## src/rtl/tok_sema_pkg.sv

```systemverilog
package tok_sema_pkg;
  typedef enum logic [1:0] {
    OWN_NONE  = 2'b00,
    OWN_LEFT  = 2'b01,
    OWN_RIGHT = 2'b10
  } owner_e;
endpackage

```

## src/rtl/tok_rst_sync.sv

```systemverilog
module tok_rst_sync (
  input  logic clk,
  input  logic rst_n,
  output logic rst_q_n
);
  logic [1:0] sync_q;

  always_ff @(posedge clk or negedge rst_n) begin
    if (!rst_n) sync_q <= 2'b00;
    else        sync_q <= {sync_q[0], 1'b1};
  end

  assign rst_q_n = sync_q[1];
endmodule

```

## src/rtl/tok_port_dec.sv

```systemverilog
module tok_port_dec #(
  parameter int N_SEM = 8,
  localparam int IDX_W = $clog2(N_SEM)
) (
  input  logic             sel_n,
  input  logic             ram_ce_n,
  input  logic             wr,
  input  logic [IDX_W-1:0] idx,
  input  logic             wbit,
  output logic [N_SEM-1:0] req,
  output logic [N_SEM-1:0] rel
);
  logic wr_ok;
  assign wr_ok = !sel_n && ram_ce_n && wr;

  for (genvar k = 0; k < N_SEM; k++) begin : g_dec
    logic hit;
    assign hit    = wr_ok && (idx == IDX_W'(k));
    assign req[k] = hit && !wbit;
    assign rel[k] = hit && wbit;
  end
endmodule

```

## src/rtl/tok_cell.sv

```systemverilog
module tok_cell
  import tok_sema_pkg::*;
(
  input  logic clk,
  input  logic rst_n,
  input  logic l_req,
  input  logic l_rel,
  input  logic r_req,
  input  logic r_rel,
  output logic held_l,
  output logic held_r,
  output logic wait_l,
  output logic wait_r
);
  owner_e own_q, own_d;
  logic   wl_q, wl_d, wr_q, wr_d;
  logic   upd;
  logic   want_l, want_r, keep_l, keep_r;

  assign upd    = l_req | l_rel | r_req | r_rel;
  assign want_l = (wl_q | l_req) & ~l_rel;
  assign want_r = (wr_q | r_req) & ~r_rel;
  assign keep_l = (own_q == OWN_LEFT)  & ~l_rel;
  assign keep_r = (own_q == OWN_RIGHT) & ~r_rel;

  always_comb begin
    own_d = OWN_NONE;
    wl_d  = 1'b0;
    wr_d  = 1'b0;
    if (keep_l) begin
      own_d = OWN_LEFT;
      wr_d  = want_r;
    end else if (keep_r) begin
      own_d = OWN_RIGHT;
      wl_d  = want_l;
    end else if (want_l) begin
      own_d = OWN_LEFT;
      wr_d  = want_r;
    end else if (want_r) begin
      own_d = OWN_RIGHT;
    end
  end

  always_ff @(posedge clk or negedge rst_n) begin
    if (!rst_n) begin
      own_q <= OWN_NONE;
      wl_q  <= 1'b0;
      wr_q  <= 1'b0;
    end else if (upd) begin
      own_q <= own_d;
      wl_q  <= wl_d;
      wr_q  <= wr_d;
    end
  end

  assign held_l = (own_q == OWN_LEFT);
  assign held_r = (own_q == OWN_RIGHT);
  assign wait_l = wl_q;
  assign wait_r = wr_q;
endmodule

```

## src/rtl/tok_sema_bank.sv

```systemverilog
module tok_sema_bank #(
  parameter int N_SEM  = 8,
  parameter int DATA_W = 16,
  localparam int IDX_W = $clog2(N_SEM)
) (
  input  logic              clk,
  input  logic              rst_n,
  input  logic              l_sel_n,
  input  logic              l_ram_ce_n,
  input  logic              l_wr,
  input  logic [IDX_W-1:0]  l_idx,
  input  logic              l_wbit,
  output logic [DATA_W-1:0] l_rdata,
  input  logic              r_sel_n,
  input  logic              r_ram_ce_n,
  input  logic              r_wr,
  input  logic [IDX_W-1:0]  r_idx,
  input  logic              r_wbit,
  output logic [DATA_W-1:0] r_rdata
);
  logic             rst_q_n;
  logic [N_SEM-1:0] req_l, rel_l, req_r, rel_r;
  logic [N_SEM-1:0] held_l, held_r, wait_l, wait_r;

  tok_rst_sync i_rst (.clk(clk), .rst_n(rst_n), .rst_q_n(rst_q_n));

  tok_port_dec #(.N_SEM(N_SEM)) i_dec_l (
    .sel_n(l_sel_n), .ram_ce_n(l_ram_ce_n), .wr(l_wr), .idx(l_idx),
    .wbit(l_wbit), .req(req_l), .rel(rel_l)
  );

  tok_port_dec #(.N_SEM(N_SEM)) i_dec_r (
    .sel_n(r_sel_n), .ram_ce_n(r_ram_ce_n), .wr(r_wr), .idx(r_idx),
    .wbit(r_wbit), .req(req_r), .rel(rel_r)
  );

  for (genvar k = 0; k < N_SEM; k++) begin : g_cell
    tok_cell i_cell (
      .clk(clk), .rst_n(rst_q_n),
      .l_req(req_l[k]), .l_rel(rel_l[k]),
      .r_req(req_r[k]), .r_rel(rel_r[k]),
      .held_l(held_l[k]), .held_r(held_r[k]),
      .wait_l(wait_l[k]), .wait_r(wait_r[k])
    );
  end

  assign l_rdata = {DATA_W{~held_l[l_idx]}};
  assign r_rdata = {DATA_W{~held_r[r_idx]}};
endmodule

```

## config.mk

```make
export PLATFORM = sky130hd
export DESIGN_NAME = tok_sema_bank
export DESIGN_NICKNAME = d
export VERILOG_FILES = /design/src/rtl/tok_sema_pkg.sv /design/src/rtl/tok_rst_sync.sv /design/src/rtl/tok_port_dec.sv /design/src/rtl/tok_cell.sv /design/src/rtl/tok_sema_bank.sv
export SDC_FILE = /design/constraint.sdc
export NUM_CORES = 1
export LEC_CHECK = 0
export ABC_AREA = 1
export BUFFER_PORTS_ARGS = -buffer_cell sky130_fd_sc_hd__buf_4
export CORE_MARGIN = 2
export CORE_UTILIZATION = 30
export CTS_CLUSTER_DIAMETER = 40
export DETAILED_ROUTE_END_ITERATION = 12
export PLACE_DENSITY = 0.55
export SLEW_MARGIN = 20
export SYNTH_ARGS = -nofsm -noshare
export SYNTH_HDL_FRONTEND = slang
export SYNTH_SLANG_ARGS = --single-unit
export TNS_END_PERCENT = 1
```

## constraint.sdc

```tcl
create_clock -name clk -period 2.8 [get_ports clk]
set_clock_uncertainty 0.15 [all_clocks]
set_input_delay 0.28 -clock clk [delete_from_list [all_inputs] [get_ports clk]]
set_output_delay 0.28 -clock clk [all_outputs]
set_load 0.1 [all_outputs]
```

==> results of run 1 <==
logic make-up (layout without fill, tap and decap cells):
family                 Yosys count  after routing
buffers and inverters           94            116
other                            1              1
AND/OR/NAND/NOR                225            225
flip-flops                      34             34
AO/OA/AOI/OAI                   32             32
cell usage after synthesis:
| library cell | n |
|---|---|
| conb_1 | 1 |
| or2_2 | 4 |
| inv_1 | 57 |
| nor3_1 | 1 |
| nor2_4 | 2 |
| nor2_1 | 15 |
| nand3b_1 | 2 |
| nand4_2 | 1 |
| nand2_1 | 148 |
| a31oi_1 | 1 |
| nand3_1 | 33 |
| buf_6 | 1 |
| o211ai_1 | 1 |
| o22ai_1 | 1 |
| clkinv_1 | 1 |
| nand4_1 | 13 |
| clkbuf_1 | 2 |
| o21ai_0 | 12 |
| o21ai_1 | 12 |
| nor2_2 | 4 |
| nand2_2 | 1 |
| buf_4 | 32 |
| nand3_2 | 1 |
| dfrtp_1 | 34 |
| a21oi_1 | 5 |
| inv_2 | 1 |
cell type report:
class,instances,area [um2]
well taps,105,131
inverters,59,221
clock buffers,7,86.3
fillers,874,5320
multi-input cells,258,1150
repair buffers,49,370
clock inverters,1,5.00
flip-flops and latches,34,851
flip-flops by register name (all words and copies together), names as in the netlist:
signal	count
g_cell.i_cell.wait_l	8
g_cell.i_cell.own_q	16
g_cell.i_cell.wait_r	8
i_rst.sync_q	2
worst paths after layout:
kind | slack [ps] | depth (start not counted) | to
max | 390 | 6 | l_rdata[3]
max in group asynchronous | 2060 | 1 | g_cell[1].i_cell.own_q[1]
min | 120 | 1 | g_cell[2].i_cell.wait_r
max reg2reg | 1430 | 6 | g_cell[3].i_cell.wait_r
min reg2reg | 120 | 1 | g_cell[2].i_cell.wait_r
min in group clk | 200 | 0 | i_rst.sync_q[1]
stage by stage:
step | cell area [um2] | setup WS, ps
5_1_grt | 2820 | 192
2_1_floorplan | 2480 | 71.0
3_5_place_dp | 2720 | 594
4_1_cts | 2820 | 346
6_report | 2820 | 391
3_3_place_gp | 2720 | 637
power by group:
group | switching, mW | internal, mW
clock | 0.186 | 0.199
sequential | 0.0180 | 0.539
combinational | 0.758 | 0.184
metal layers:
metal / track usage [%] / vias up / wire [um]
li1: - / 1213 / -
met5: 0 / - / 0
met2: 22.8 / 34 / 2680
met3: 2.39 / 4 / 172
met1: 18.8 / 990 / 2780
met4: 3.50 / 0 / 39
critical path, stage by stage, from the launching register on:
cell,delay (ps)
dfrtp_1,390
or2_2,330
nand2_1,70
nand3_1,70
o21ai_0,150
nand2_1,320
buf_4,360
==> impl_metrics.py, run 1 <==
metrics = {
    "outcome": {
        "status": "finished clean",
    },
    "timing": {
        "period_share_pct": 86.0,
        "hold_violations": 0,
        "slew_violations": 0,
        "fmax_mhz": 415,
        "min_period_ps": 2410,
        "hold_slack_ps": 122,
        "worst_pin_slew_ps": 591,
        "rsz0062_at_grt": "false",
        "setup_viol": 0,
        "slew_headroom_pct": 60.6,
        "tns_ps": 0,
    },
    "clocking": {
        "numClockSinks": 34,
        "clk_pin_slew_ps": 70,
        "htreeDepth": 2,
        "clockBufferDepth": 2,
        "clk_latency_ps": 290,
        "cts_hold_buf": 1,
        "root_buffer": "clkbuf_8",
        "tritoncts": "done",
        "ctsResizeCount": 0,
        "cts_buffers": 5,
        "cts_setup_buffers": 0,
    },
    "die": {
        "fp.coreArea_um2": 8130,
        "die_w_um": 94.9,
        "start_util_pct": 30.5,
        "die-area_um2": 9010,
        "rows": 33,
        "die_h_um": 94.9,
        "io_pins": 48,
    },
    "route": {
        "routed_wl_mm": 5.67,
        "drc": 0,
        "wl_per_cell_um": 11.1,
        "drt_iter0_drc": 143,
        "drt-pass1-iter-count": 4,
        "ant_nets": 0,
        "num_vias": 2241,
        "vias_per_cell": 4.37,
    },
    "setup_path": {
        "worst-path-max-fanout": 16,
        "endpoint_kind": "primary output",
        "arrival_ps": 1980,
        "crit_type": "reg -> out",
        "startpoint": "g_cell[2].i_cell.own_q[1]",
        "critPathLaunchType": "flop",
        "worstPathRequired_ps": 2370,
        "reg2reg_from": "g_cell[3].i_cell.own_q[0]",
    },
    "power": {
        "leakage_nw": 1.59,
        "vdd_ir_drop_max_uv": 186,
        "cellPowerDensity_nw_per_um2": 668,
        "p_total_mw": 1.88,
    },
    "yosys": {
        "ys_types": 26,
        "synth_compound_area_share_pct": 6.66,
        "synth_top_cell_area_share_pct": 34.3,
        "synth-adder-area-share_pct": 0,
        "syn_inst": 386,
        "syn_nets": 402,
        "yosysTopAreaCell": "dfrtp_1",
        "synth-seq-cells": 34,
        "yosysSeqAreaShare_pct": 34.3,
        "synth_top_family_by_area": "simple AND/OR/NAND/NOR gates",
        "synthTopCellsByArea": "dfrtp_1, nand2_1, buf_4",
        "avgSynthCellArea_um2": 6.42,
        "synth_area_um2": 2480,
        "synthMuxAreaShare_pct": 0,
        "ys_warn_count": 0,
        "synth_xor_area_share_pct": 0,
        "yosys.area_share.simple_pct": 39.5,
    },
    "final_layout": {
        "final_util_pct": 34.6,
        "drive_above_1_share_pct": 17.2,
        "area_growth_pct": 13.6,
        "nets": 423,
        "final_cells": 513,
        "antenna_cells": 0,
        "final_common_cell": "nand2_1",
        "final_cell_mix": "nand2_1, inv_1, buf_4",
    },
    "worst_hold_path": {
        "min_path_type": "reg -> async",
    },
    "place": {
        "gp_congestion": 0.805,
        "portBuffers": 47,
        "placedCellCount": 504,
        "dp_hpwl_mm": 4.42,
    },
    "global_route": {
        "grt_max_degree": 33,
        "grt_pass1_vias": 2126,
        "grt_pass1_wl_mm": 9.89,
        "antenna_found_initial": 0,
        "grtUsageTotal_pct": 13.8,
        "grt_overflow": 0,
    },
    "job": {
        "max_cap_viol_count": 0,
    },
}
Power figures use the tool's default switching activity.
==> run 2, diff against run 1 <==
Clock period 2.8 ns to 2.3 ns, I/O delays scaled along.
==> run 2 against run 1 <==
  * Global-route usage fell by 0.59 points
  * Sequential power is 22% higher
  * Register-to-register slack lost 450 ps
  * Wire length down 2.3%
  * Critical path type unchanged
==> impl_metrics.py, run 2 (synthesized netlist as in run 1, its figures left out) <==
metrics = {
    "setup_path": {
        "rr_worst_depth": 6,
        "worst-path-max-fanout": 8,
        "crit_type": "reg -> out",
        "worstPathRequired_ps": 1920,
        "startpoint": "g_cell[5].i_cell.own_q[1]",
        "endpoint_kind": "primary output",
        "critPathLaunchType": "flop",
        "arrival_ps": 1780,
        "reg2reg_from": "g_cell[3].i_cell.own_q[0]",
        "rr_endpoint": "g_cell[3].i_cell.wait_r",
        "r2r_slack_ps": 980,
    },
    "timing": {
        "slew_violations": 0,
        "hold_slack_ps": 99.2,
        "min_period_ps": 2160,
        "hold_violations": 0,
        "tns_ps": 0,
        "rsz0062_at_grt": "true",
        "setup_viol": 0,
        "fmax_mhz": 463,
        "period_share_pct": 93.9,
    },
    "global_route": {
        "antenna_found_initial": 0,
        "grt_pass1_wl_mm": 9.31,
        "grt_max_degree": 33,
        "grtUsageTotal_pct": 13.2,
        "grt_overflow": 0,
        "grt_pass1_vias": 2085,
    },
    "die": {
        "die-area_um2": 9010,
        "start_util_pct": 30.5,
        "fp.coreArea_um2": 8130,
        "io_pins": 48,
        "rows": 33,
        "die_w_um": 94.9,
        "die_h_um": 94.9,
    },
    "outcome": {
        "status": "finished clean",
    },
    "power": {
        "leakage_nw": 1.60,
        "internal_power_mw": 1.10,
        "cellPowerDensity_nw_per_um2": 795,
        "p_switching_mw": 1.16,
        "pwr-share-comb_pct": 51.4,
        "clockPowerShare_pct": 18.6,
        "seq_power_share_pct": 30.0,
        "p_sw_share_pct": 51.3,
        "vdd_ir_drop_max_uv": 250,
    },
    "route": {
        "num_vias": 2256,
        "drt_iter0_drc": 91,
        "ant_nets": 0,
        "routed_wl_mm": 5.54,
        "drc": 0,
        "wl_per_cell_um": 10.8,
        "drt-pass1-iter-count": 4,
        "vias_per_cell": 4.38,
    },
    "clocking": {
        "htreeDepth": 2,
        "clockBufferDepth": 2,
        "clk_latency_ps": 280,
        "tritoncts": "done",
        "root_buffer": "clkbuf_8",
        "clk_pin_slew_ps": 70,
        "numClockSinks": 34,
        "cts_buffers": 5,
    },
    "final_layout": {
        "antenna_cells": 0,
        "largest_reg_flops": 16,
        "regMostFlops": "g_cell.i_cell.own_q",
        "area_growth_pct": 15.1,
        "fillCellCount": 877,
        "nets": 426,
        "drive_above_1_share_pct": 18.0,
        "final_cell_mix": "nand2_1, inv_1, buf_4",
        "final_common_cell": "nand2_1",
    },
    "job": {
        "max_cap_viol_count": 0,
    },
    "place": {
        "portBuffers": 47,
        "gp_congestion": 0.808,
        "dp_hpwl_mm": 4.22,
    },
    "worst_hold_path": {
        "min_path_type": "in -> async",
    },
}
## run 2: how the worst max path moves through the flow
stage	end	slack (ps)	cells after the start
2_1_floorplan	l_rdata[10]	-260	6
5_1_grt	l_rdata[11]	-0.01	6
3_3_place_gp	l_rdata[15]	260	6
3_5_place_dp	l_rdata[6]	220	6
4_1_cts	l_rdata[6]	20	6
6_report	l_rdata[9]	140	6
## run 2: final cells by class
cell class	count	area, um2	area share [%]
multi-input combinational	259	1180	41.2
timing repair buffer	51	398	13.9
clock buffer	7	76.3	2.67
sequential	34	851	29.8
tap	105	131	4.60
inverter	59	221	7.76
## run 2: through the flow
step,cell area (um2),cells,setup slack (ps),utilization (%),total power [mW]
global placement,2730,505,260,33.6,1.84
CTS,2820,513,22.6,34.7,2.28
global route,2850,515,-0.0147,35.1,2.39
floorplan,2490,386,-262,-,1.73
detailed placement,2730,505,222,33.6,1.84
finish,2850,515,141,35.1,2.27
## run 2: repair_timing
item / 4_1_cts / 5_1_grt
gates resized for setup: 1 / 5
hold buffers: 1 / 0
setup buffers: 0 / 1
pin swaps: 0 / 2
hold endpoints to repair: 2 / 0
cloned: 0 / 1
endpoints found under the setup margin: 16 / 32
## run 2: power groups by stage
stage          clock network (mW)  registers (mW)  logic [mW]
2_1_floorplan                   0           0.693        1.04
3_3_place_gp                    0           0.689        1.15
3_5_place_dp                    0           0.692        1.15
4_1_cts                     0.447           0.680        1.15
5_1_grt                     0.464           0.687        1.24
6_report                    0.422           0.679        1.17
## run 2: per-layer routing
metal,track usage (%),share of wire [%],up-vias
li1,-,-,1220
met1,17.4,49,1004
met2,21.6,47,23
met3,2.47,2.3,9
met4,4.95,1.8,0
met5,0,0,-
## run 2: critical path, cell delays in order, from the launching register on
cell	delay, ps
dfrtp_1	390
or2_2	330
nand2_1	70
nand3_1	90
o21ai_2	190
nand2_2	150
buf_4	270
